**config.mk**
```make
export PLATFORM = sky130hd
export DESIGN_NAME = uart_txbuf_seq
export DESIGN_NICKNAME = d
export VERILOG_FILES = /design/src/rtl/uart_txbuf_pkg.sv /design/src/rtl/txbuf_bytepath.sv /design/src/rtl/txbuf_ctrl.sv /design/src/rtl/txbuf_events.sv /design/src/rtl/uart_txbuf_seq.sv
export SDC_FILE = /design/constraint.sdc
export NUM_CORES = 1
export LEC_CHECK = 0
export ABC_AREA = 1
export BUFFER_PORTS_ARGS = -buffer_cell sky130_fd_sc_hd__buf_4
export CAP_MARGIN = 20
export CORE_MARGIN = 2
export CORE_UTILIZATION = 54
export CTS_CLUSTER_SIZE = 28
export DETAILED_ROUTE_END_ITERATION = 8
export PLACE_DENSITY = 0.82
export SETUP_SLACK_MARGIN = 0.2
export SLEW_MARGIN = 20
export SYNTH_ARGS = -nofsm -noshare
export SYNTH_HDL_FRONTEND = slang
export SYNTH_HIERARCHICAL = 1
export SYNTH_SLANG_ARGS = --single-unit
```
**constraint.sdc**
```tcl
create_clock -name clk -period 2.8 [get_ports clk]
set_clock_uncertainty 0.05 [all_clocks]
set_input_delay 0 -clock clk [delete_from_list [all_inputs] [get_ports clk]]
set_output_delay 0 -clock clk [all_outputs]
set_load 0.01 [all_outputs]
```
**src/rtl/uart_txbuf_pkg.sv**
```systemverilog
package uart_txbuf_pkg;
  typedef enum logic [1:0] {
    SQ_IDLE  = 2'd0,
    SQ_XFER  = 2'd1,
    SQ_DRAIN = 2'd2,
    SQ_HALT  = 2'd3
  } sq_state_t;

  localparam int EV_N   = 2;
  localparam int EV_TXB = 0;
  localparam int EV_GSC = 1;
endpackage

```
**src/rtl/txbuf_bytepath.sv**
```systemverilog
module txbuf_bytepath #(
  parameter int LEN_W  = 4,
  parameter int DATA_W = 8
) (
  input  logic              clk,
  input  logic              rst,
  input  logic              start,
  input  logic [LEN_W-1:0]  start_len,
  output logic              fetch_req,
  output logic [LEN_W-1:0]  fetch_idx,
  input  logic              fetch_ack,
  input  logic [DATA_W-1:0] fetch_data,
  input  logic              fifo_full,
  output logic              fifo_wr,
  output logic [DATA_W-1:0] fifo_data,
  output logic              last_push
);
  localparam logic [LEN_W-1:0] ONE = LEN_W'(1);

  logic              active_q;
  logic              phase_push_q;
  logic [LEN_W-1:0]  idx_q;
  logic [LEN_W-1:0]  rem_q;
  logic [DATA_W-1:0] data_q;

  always_ff @(posedge clk) begin
    if (rst) begin
      active_q     <= 1'b0;
      phase_push_q <= 1'b0;
      idx_q        <= '0;
      rem_q        <= '0;
      data_q       <= '0;
    end else if (start) begin
      active_q     <= 1'b1;
      phase_push_q <= 1'b0;
      idx_q        <= '0;
      rem_q        <= start_len;
    end else if (active_q) begin
      if (!phase_push_q) begin
        if (fetch_ack) begin
          data_q       <= fetch_data;
          phase_push_q <= 1'b1;
        end
      end else if (!fifo_full) begin
        idx_q        <= idx_q + ONE;
        rem_q        <= rem_q - ONE;
        phase_push_q <= 1'b0;
        if (rem_q == ONE) active_q <= 1'b0;
      end
    end
  end

  always_comb begin
    fetch_req = active_q && !phase_push_q;
    fetch_idx = idx_q;
    fifo_wr   = active_q && phase_push_q && !fifo_full;
    fifo_data = data_q;
    last_push = fifo_wr && (rem_q == ONE);
  end

  AST_REM_NONZERO: assert property (@(posedge clk) disable iff (rst)
    active_q |-> (rem_q != '0));
  AST_START_AT_ZERO: assert property (@(posedge clk) disable iff (rst)
    start |=> (fetch_req && fetch_idx == '0));
endmodule

```
**src/rtl/txbuf_ctrl.sv**
```systemverilog
module txbuf_ctrl
  import uart_txbuf_pkg::*;
#(
  parameter int LEN_W = 4
) (
  input  logic             clk,
  input  logic             rst,
  input  logic             buf_valid,
  input  logic [LEN_W-1:0] buf_len,
  input  logic             buf_wfc,
  output logic             buf_ready,
  input  logic             cmd_gstop,
  input  logic             cmd_restart,
  input  logic             last_push,
  input  logic             stop_strobe,
  input  logic             fifo_empty,
  output logic             path_start,
  output logic             set_txb,
  output logic             set_gsc,
  output logic             halted,
  output logic             draining,
  output logic             wfc_held
);
  sq_state_t st_q, st_d;
  logic      stop_pend_q, stop_pend_d;
  logic      wfc_q;
  logic      accept, stop_req;

  always_comb begin
    buf_ready  = (st_q == SQ_IDLE) && !cmd_gstop;
    accept     = buf_valid && buf_ready;
    path_start = accept && (buf_len != '0);
    stop_req   = cmd_gstop || stop_pend_q;
    st_d       = st_q;
    set_txb    = 1'b0;
    set_gsc    = 1'b0;
    case (st_q)
      SQ_IDLE: begin
        if (cmd_gstop) begin
          st_d    = SQ_HALT;
          set_gsc = 1'b1;
        end else if (accept) begin
          if (buf_len == '0) set_txb = 1'b1;
          else               st_d    = SQ_XFER;
        end
      end
      SQ_XFER: begin
        if (last_push) begin
          if (wfc_q) begin
            st_d = SQ_DRAIN;
          end else begin
            set_txb = 1'b1;
            if (stop_req) begin
              st_d    = SQ_HALT;
              set_gsc = 1'b1;
            end else begin
              st_d = SQ_IDLE;
            end
          end
        end
      end
      SQ_DRAIN: begin
        if (stop_strobe && fifo_empty) begin
          set_txb = 1'b1;
          if (stop_req) begin
            st_d    = SQ_HALT;
            set_gsc = 1'b1;
          end else begin
            st_d = SQ_IDLE;
          end
        end
      end
      default: begin
        if (cmd_gstop)        set_gsc = 1'b1;
        else if (cmd_restart) st_d    = SQ_IDLE;
      end
    endcase
    stop_pend_d = ((st_d == SQ_XFER) || (st_d == SQ_DRAIN)) && stop_req;
  end

  always_ff @(posedge clk) begin
    if (rst) begin
      st_q        <= SQ_IDLE;
      stop_pend_q <= 1'b0;
      wfc_q       <= 1'b0;
    end else begin
      st_q        <= st_d;
      stop_pend_q <= stop_pend_d;
      if (accept) wfc_q <= buf_wfc;
    end
  end

  assign halted   = (st_q == SQ_HALT);
  assign draining = (st_q == SQ_DRAIN);
  assign wfc_held = wfc_q;

  AST_HALT_HOLDS: assert property (@(posedge clk) disable iff (rst)
    (halted && !cmd_restart) |=> halted);
  AST_PEND_ONLY_BUSY: assert property (@(posedge clk) disable iff (rst)
    stop_pend_q |-> (st_q == SQ_XFER || st_q == SQ_DRAIN));
endmodule

```
**src/rtl/txbuf_events.sv**
```systemverilog
module txbuf_events
  import uart_txbuf_pkg::*;
(
  input  logic            clk,
  input  logic            rst,
  input  logic [EV_N-1:0] set,
  input  logic [EV_N-1:0] clr,
  input  logic [EV_N-1:0] mask,
  output logic [EV_N-1:0] evt,
  output logic            irq
);
  logic [EV_N-1:0] evt_q, evt_d;

  always_comb evt_d = (evt_q & ~clr) | set;

  always_ff @(posedge clk) begin
    if (rst) begin
      evt_q <= '0;
      irq   <= 1'b0;
    end else begin
      evt_q <= evt_d;
      irq   <= |(evt_d & mask);
    end
  end

  assign evt = evt_q;

  genvar g;
  generate
    for (g = 0; g < EV_N; g++) begin : g_chk
      AST_STICKY: assert property (@(posedge clk) disable iff (rst)
        (evt_q[g] && !clr[g]) |=> evt_q[g]);
      AST_SET_WINS: assert property (@(posedge clk) disable iff (rst)
        set[g] |=> evt_q[g]);
    end
  endgenerate
endmodule

```
**src/rtl/uart_txbuf_seq.sv**
```systemverilog
module uart_txbuf_seq
  import uart_txbuf_pkg::*;
#(
  parameter int LEN_W  = 4,
  parameter int DATA_W = 8
) (
  input  logic              clk,
  input  logic              rst,
  input  logic              buf_valid,
  input  logic [LEN_W-1:0]  buf_len,
  input  logic              buf_wfc,
  output logic              buf_ready,
  output logic              fetch_req,
  output logic [LEN_W-1:0]  fetch_idx,
  input  logic              fetch_ack,
  input  logic [DATA_W-1:0] fetch_data,
  output logic              fifo_wr,
  output logic [DATA_W-1:0] fifo_data,
  input  logic              fifo_full,
  input  logic              fifo_empty,
  input  logic              stop_strobe,
  input  logic              cmd_gstop,
  input  logic              cmd_restart,
  input  logic [1:0]        evt_clr,
  input  logic [1:0]        evt_mask,
  output logic [1:0]        evt,
  output logic              irq
);
  logic            path_start, last_push;
  logic            set_txb, set_gsc;
  logic            halted, draining, wfc_held;
  logic [EV_N-1:0] ev_set;

  txbuf_ctrl #(.LEN_W(LEN_W)) u_ctrl (
    .clk(clk), .rst(rst),
    .buf_valid(buf_valid), .buf_len(buf_len), .buf_wfc(buf_wfc),
    .buf_ready(buf_ready),
    .cmd_gstop(cmd_gstop), .cmd_restart(cmd_restart),
    .last_push(last_push), .stop_strobe(stop_strobe), .fifo_empty(fifo_empty),
    .path_start(path_start), .set_txb(set_txb), .set_gsc(set_gsc),
    .halted(halted), .draining(draining), .wfc_held(wfc_held)
  );

  txbuf_bytepath #(.LEN_W(LEN_W), .DATA_W(DATA_W)) u_path (
    .clk(clk), .rst(rst),
    .start(path_start), .start_len(buf_len),
    .fetch_req(fetch_req), .fetch_idx(fetch_idx),
    .fetch_ack(fetch_ack), .fetch_data(fetch_data),
    .fifo_full(fifo_full), .fifo_wr(fifo_wr), .fifo_data(fifo_data),
    .last_push(last_push)
  );

  always_comb begin
    ev_set         = '0;
    ev_set[EV_TXB] = set_txb;
    ev_set[EV_GSC] = set_gsc;
  end

  txbuf_events u_evt (
    .clk(clk), .rst(rst),
    .set(ev_set), .clr(evt_clr), .mask(evt_mask),
    .evt(evt), .irq(irq)
  );

  AST_NOWAIT_DONE: assert property (@(posedge clk) disable iff (rst)
    (last_push && !wfc_held) |=> evt[EV_TXB]);
  AST_WAIT_NOT_EARLY: assert property (@(posedge clk) disable iff (rst)
    ($rose(evt[EV_TXB]) && $past(draining)) |-> $past(stop_strobe && fifo_empty));
  AST_HALT_NO_WRITE: assert property (@(posedge clk) disable iff (rst)
    halted |-> (!fifo_wr && !buf_ready));
  AST_GSC_HALTS: assert property (@(posedge clk) disable iff (rst)
    $rose(evt[EV_GSC]) |-> halted);
  AST_ZERO_LEN: assert property (@(posedge clk) disable iff (rst)
    (buf_valid && buf_ready && buf_len == '0) |=> (evt[EV_TXB] && !fetch_req && !fifo_wr));
endmodule

```
==> results of run 1 <==
-- synth_stat cells, types with 2 or more instances --
library cell,count
nand3_1,14
nand3_4,2
dfxtp_1,25
a21oi_1,12
nor2_4,5
inv_1,25
nand2_1,40
nand2_2,3
o21ai_1,2
xor2_1,2
ha_1,7
inv_2,7
o21ai_0,12
nor2_1,34
-- final cells by class --
class | count | area share (%)
clock buffers | 3 | 1.11
clock inverters | 1 | 0.370
inverters | 33 | 6.36
multi-input cells | 142 | 37.3
flip-flops and latches | 25 | 24.7
well taps | 30 | 1.85
repair buffers | 68 | 28.3
-- how the worst min path moves through the flow --
stage,startpoint,cells past startpoint,to
after floorplan,fifo_full,1,fifo_wr
after global placement,evt_mask[1],3,u_evt/irq
after detailed placement,evt_mask[1],3,u_evt/irq
after CTS,cmd_gstop,5,u_ctrl/st_q[1]
after global routing,cmd_gstop,5,u_ctrl/st_q[1]
final,cmd_gstop,5,u_ctrl/st_q[1]
-- routing by layer --
layer / up-vias / GRT usage, % / part of all wire (%)
met5: - / 0 / 0
met1: 659 / 30.0 / 43
met4: 0 / 13.3 / 1.9
li1: 778 / - / -
met3: 8 / 4.64 / 5.8
met2: 44 / 46.8 / 50
-- power by group through the flow --
stage | Combinational, mW | Clock (mW) | Sequential [mW]
final | 0.384 | 0.170 | 0.429
after global routing | 0.435 | 0.192 | 0.434
after global placement | 0.336 | 0 | 0.435
after CTS | 0.378 | 0.175 | 0.428
after floorplan | 0.226 | 0 | 0.439
after detailed placement | 0.338 | 0 | 0.436
-- what timing repair did --
item,in CTS,in global routing
endpoints found under the hold margin,23,0
setup buffers,0,0
hold buffers,25,0
-- cell families after synthesis --
group	count (synthesis)
simple gates	103
buf+inv	34
compound gates	30
flops	25
fa+ha+maj	7
xor+xnor	2
-- metrics by stage --
step | cell area, um^2 | util (%) | instances
5_1_grt | 2030 | 82.6 | 302
3_3_place_gp | 1750 | 71.2 | 273
6_report | 2030 | 82.6 | 302
3_5_place_dp | 1750 | 71.2 | 273
2_1_floorplan | 1390 | - | 201
4_1_cts | 2030 | 82.6 | 302
-- sequential cells by signal (all words and copies together), names as in the netlist --
register	cells
u_ctrl/st_q	2
u_ctrl/stop_pend_q	1
u_ctrl/wfc_held	1
u_evt/evt	2
u_evt/irq	1
u_path/active_q	1
u_path/fetch_idx	4
u_path/fifo_data	8
u_path/phase_push_q	1
u_path/rem_q	4
-- worst min-delay path: cells and delay by family --
family / cells / cell delay (ns)
buffers and inverters: 2 / 0.21
AND/OR/NAND/NOR: 2 / 0.18
AO/OA/AOI/OAI: 1 / 0.08
==> impl_metrics.json, run 1 <==
{
  "start_util_pct": 56.8,
  "critPathMaxFanout": 8,
  "fin_ws_ns": 0.373,
  "mostFrequentLayoutCells": "buf_4 (43), nand2_1 (40), nor2_1 (34)",
  "vias_per_cell": 4.93,
  "slew_violations": 0,
  "path_clk_slew_ns": 0.16,
  "fill_cells": 170,
  "syn_area_um2": 1390,
  "fp.coreArea_um2": 2450,
  "maxCapViolCount": 0,
  "worst_pin_slew_ns": 0.280,
  "worstRegToRegCells": 12,
  "num_rows": 18,
  "critPathLaunchType": "register",
  "leakage_nw": 0.976,
  "hold_violations": 0,
  "hold_path_class": "in -> reg",
  "cts-resized-gates": 0,
  "p_total_mw": 0.983,
  "max-slew-margin-rel_pct": 81.3,
  "die_x_um": 54.8,
  "fmax_ghz": 0.412,
  "setup_tns_ns": 0,
  "syn_avg_cell_area_um2": 6.93,
  "vias": 1489,
  "clock_sinks": 25,
  "antenna_found_initial": 0,
  "layout_commonest_cell": "buf_4",
  "grt_overflow_total": 0,
  "wirelength_um": 3520,
  "cp.depth": 12,
  "cp-end-kind": "register",
  "rsz0062_at_grt": "false",
  "crit_chain": "inv_1 -> ha_1 -> nand2_2 -> nor2_4 -> nand2_2 -> inv_1 -> inv_1 -> nand3_1 -> nand2_1 -> inv_1 -> a21oi_2 -> dlygate4sd3_1",
  "syn_inst": 201,
  "synth_cell_types": 25,
  "io_pins": 44,
  "h-tree-depth": 1,
  "synth_simple_gate_area_share_pct": 35.3,
  "track_usage_pct": 26.4,
  "dieArea_um2": 3000,
  "finalSetupViolCount": 0,
  "hpwlAfterDp_um": 2300,
  "tritoncts": "done",
  "diodes": 0,
  "synth-adder-area-share_pct": 6.28,
  "insertion_delay_ns": 0.33,
  "ys_seq_elements": 25,
  "clk_path_buf_depth": 2,
  "final_nets": 306,
  "endpoint": "u_path/rem_q[3]",
  "crit_type": "reg -> reg",
  "synth_top_family_by_area": "simple AND/OR/NAND/NOR gates",
  "slowest_stage": "dlygate4sd3_1",
  "register_area_um2": 500,
  "globalplace.congestion": 0.874,
  "synth-xor-area-share_pct": 1.26,
  "yosysSeqAreaShare_pct": 35.9,
  "min_period_over_period_pct": 86.7,
  "synthArstFlopShare_pct": 0,
  "swShare_pct": 35.9,
  "drt_iter0_markers": 31,
  "dieHeight_um": 54.8,
  "synthesis.nets": 234,
  "critPathTopFamily": "buffers and inverters",
  "synthFlopType": "dfxtp_1",
  "routedWlPerCell_um": 11.6,
  "startpoint": "u_ctrl/st_q[1]",
  "grt_pass1_wl_um": 5690,
  "ys_top_cells_by_area": "dfxtp_1 (36%), nand2_1 (11%), nor2_1 (9.2%), inv_1 (6.7%), ha_1 (6.3%)",
  "drc_errors": 0,
  "holdWs_ns": 0.112,
  "first_global_vias": 1405,
  "yosys_warnings": 6,
  "multi_input_area_um2": 757,
  "ir_worst_vdd_v": 0.000458,
  "sequentialPowerShare_pct": 43.6,
  "final_layout_size_suffix_gt1_share_pct": 25.0,
  "yosys.area.top_type_share_pct": 35.9,
  "worstPathRequired_ns": 2.97,
  "synth-edff-count": 0,
  "r2r_start": "u_ctrl/st_q[1]",
  "rrSetupSlack_ns": 0.37,
  "internal_power_mw": 0.629,
  "syn2layout_area_growth_pct": 45.4,
  "numCtsBuffers": 3,
  "drt_pass1_iterations": 4,
  "p_sw_mw": 0.353,
  "crit_buf_inv": 5,
  "pre_cts_slack_ns": 0.851,
  "crit_top_cell": "inv_1",
  "p_comb_share_pct": 39.1,
  "slowest_delay_ns": 0.54,
  "cts_root_buffer": "clkbuf_4",
  "synth_compound_area_share_pct": 11.5,
  "fin_crit_ns": 2.43,
  "antenna_left": 0,
  "pwr_density_cell_nw_per_um2": 485,
  "arrival_ns": 2.60,
  "synth_area_leader_cell": "dfxtp_1",
  "power.clock.fraction_pct": 17.3,
  "io_buffers": 43,
  "outcome": "finished, final reports clean",
  "reg2reg_to": "u_path/rem_q[3]",
  "grt_max_degree": 16,
  "synth.area.mux_share_pct": 0
}
Power figures use the tool's default switching activity.
==> run 2, diff against run 1 <==
--- a/config.mk
+++ b/config.mk
@@ -6,12 +6,13 @@
 export NUM_CORES = 1
 export LEC_CHECK = 0
 export ABC_AREA = 1
-export BUFFER_PORTS_ARGS = -buffer_cell sky130_fd_sc_hd__buf_4
+export BUFFER_PORTS_ARGS = -buffer_cell sky130_fd_sc_hd__buf_2
 export CAP_MARGIN = 20
 export CORE_MARGIN = 2
 export CORE_UTILIZATION = 54
 export CTS_CLUSTER_SIZE = 28
 export DETAILED_ROUTE_END_ITERATION = 8
+export GPL_ROUTABILITY_DRIVEN = 0
 export PLACE_DENSITY = 0.82
 export SETUP_SLACK_MARGIN = 0.2
 export SLEW_MARGIN = 20
==> run 2 against run 1 <==
Routed wire length decreased by 0.31%; critical path depth unchanged; sequential power about the same; worst setup slack improved by 0.053 ns; non-clock buffer count increased by 1; register-to-register slack improved by 0.05 ns; die area unchanged; final cell count increased by 0.33%; combinational power decreased by 5.2%; design area decreased by 4.8%; global-route usage decreased by 0.81 points; largest cell class unchanged; largest power group unchanged; highest routed layer unchanged.
==> impl_metrics.json, run 2 (synthesized netlist as in run 1, its figures left out) <==
{
  "outcome": "finished, final reports clean",
  "start_util_pct": 56.8,
  "cp-end-kind": "register",
  "dieHeight_um": 54.8,
  "numCtsBuffers": 3,
  "tritoncts": "done",
  "final_nets": 307,
  "grt_max_degree": 16,
  "finalSetupViolCount": 0,
  "hpwlAfterDp_um": 2400,
  "multi_input_area_um2": 757,
  "fp.coreArea_um2": 2450,
  "dieArea_um2": 3000,
  "grt_pass1_wl_um": 5520,
  "mostFrequentLayoutCells": "buf_2 (43), nand2_1 (40), nor2_1 (34), dlygate4sd3_1 (26), dfxtp_1 (25)",
  "max-slew-margin-rel_pct": 80.3,
  "insertion_delay_ns": 0.33,
  "critPathLaunchType": "register",
  "syn2layout_area_growth_pct": 38.4,
  "cts_root_buffer": "clkbuf_4",
  "crit_type": "reg -> reg",
  "num_rows": 18,
  "vias": 1493,
  "worstRegToRegCells": 12,
  "drt_pass1_iterations": 4,
  "antenna_left": 0,
  "crit_chain": "inv_1 -> ha_1 -> nand2_2 -> nor2_4 -> nand2_2 -> inv_1 -> inv_2 -> nand3_1 -> nand2_1 -> inv_1 -> a21oi_2 -> dlygate4sd3_1",
  "io_buffers": 43,
  "grt_overflow_total": 0,
  "final_layout_size_suffix_gt1_share_pct": 25.3,
  "postPlaceCellArea_um2": 1640,
  "hold_path_class": "in -> reg",
  "critPathMaxFanout": 8,
  "slowest_stage": "dlygate4sd3_1",
  "arrival_ns": 2.55,
  "hold_end": "u_ctrl/st_q[1]",
  "setup_tns_ns": 0,
  "worst_pin_slew_ns": 0.294,
  "hold_depth": 5,
  "track_usage_pct": 25.6,
  "slowest_delay_ns": 0.58,
  "worstPathRequired_ns": 2.98,
  "min_period_over_period_pct": 84.8,
  "first_global_vias": 1400,
  "antenna_found_initial": 0,
  "fin_ws_ns": 0.426,
  "path_clk_slew_ns": 0.14,
  "hold_violations": 0,
  "rsz0062_at_grt": "false",
  "rrSetupSlack_ns": 0.43,
  "vias_per_cell": 4.93,
  "pwr_density_cell_nw_per_um2": 499,
  "fmax_ghz": 0.421,
  "crit_top_cell": "inv_1",
  "register_area_um2": 500,
  "pre_cts_slack_ns": 0.821,
  "leakage_nw": 0.960,
  "h-tree-depth": 1,
  "diodes": 0,
  "slew_violations": 0,
  "drc_errors": 0,
  "r2r_start": "u_ctrl/st_q[1]",
  "fill_cells": 201,
  "routedWlPerCell_um": 11.6,
  "postLayoutCellArea_um2": 1930,
  "wirelength_um": 3510,
  "clk_path_buf_depth": 2,
  "layout_commonest_cell": "buf_2",
  "reg2reg_to": "u_path/rem_q[3]",
  "drt_iter0_markers": 17,
  "holdWs_ns": 0.113,
  "fin_crit_ns": 2.37,
  "min_from": "cmd_gstop",
  "io_pins": 44,
  "largest_reg_flops": 8,
  "die_x_um": 54.8,
  "cts_setup_buffers": 0,
  "maxCapViolCount": 0,
  "ir_worst_vdd_v": 0.000464,
  "clock_sinks": 25
}
==> run 2: timing repair <==
| action | 4_1_cts | 5_1_grt |
|---|---|---|
| hold buffers | 26 | 0 |
| endpoints found under the setup margin | 0 | 1 |
| gates resized for setup | 0 | 1 |
| endpoints found under the hold margin | 22 | 0 |
==> run 2: critical path, delay by kind of cell, from the launching register on <==
family,cells,cell delay [ns]
buffers and inverters,5,1.13
AND/OR/NAND/NOR,5,0.42
flip-flops,1,0.38
adder cells (fa/ha/maj),1,0.25
AO/OA/AOI/OAI,1,0.05
==> run 2: worst max path at each step <==
stage | from | endpoint | slack (ns) | cells past startpoint
final | u_ctrl/st_q[1] | u_path/rem_q[3] | 0.43 | 12
after global routing | u_ctrl/st_q[1] | u_path/rem_q[3] | 0.27 | 12
after CTS | u_ctrl/st_q[1] | u_path/rem_q[3] | 0.40 | 12
after detailed placement | u_ctrl/st_q[1] | u_path/fifo_data[7] | 0.82 | 11
after global placement | u_ctrl/st_q[1] | u_path/fifo_data[3] | 0.94 | 11
after floorplan | u_ctrl/st_q[1] | u_path/fifo_data[0] | 1.09 | 11
==> run 2: cell type report <==
class	count	share of cell area, %
repair buffers	69	24.6
clock inverters	1	0.389
inverters	33	6.68
well taps	30	1.95
multi-input cells	142	39.2
flip-flops and latches	25	25.9
clock buffers	3	1.17
==> run 2: per-stage QoR <==
| step | std cells | utilization, % | total power [mW] |
|---|---|---|---|
| 3_3_place_gp | 273 | 66.8 | 0.746 |
| 3_5_place_dp | 273 | 66.8 | 0.755 |
| 2_1_floorplan | 201 | - | 0.666 |
| 4_1_cts | 303 | 78.6 | 0.960 |
| 5_1_grt | 303 | 78.6 | 1.04 |
| 6_report | 303 | 78.6 | 0.963 |
==> run 2: per-layer routing <==
metal	vias up	global-route usage [%]	routed length [um]
li1	779	-	-
met1	668	27.8	1530
met2	39	47.6	1770
met3	7	6.28	174
met4	0	8.75	35
met5	-	0	0
==> run 2: power breakdown <==
group / leakage [nW] / switching, mW / internal, mW / total (mW)
clock network: 0.0139 / 0.116 / 0.0547 / 0.170
registers: 0.204 / 0.0320 / 0.397 / 0.429
logic: 0.742 / 0.208 / 0.156 / 0.364
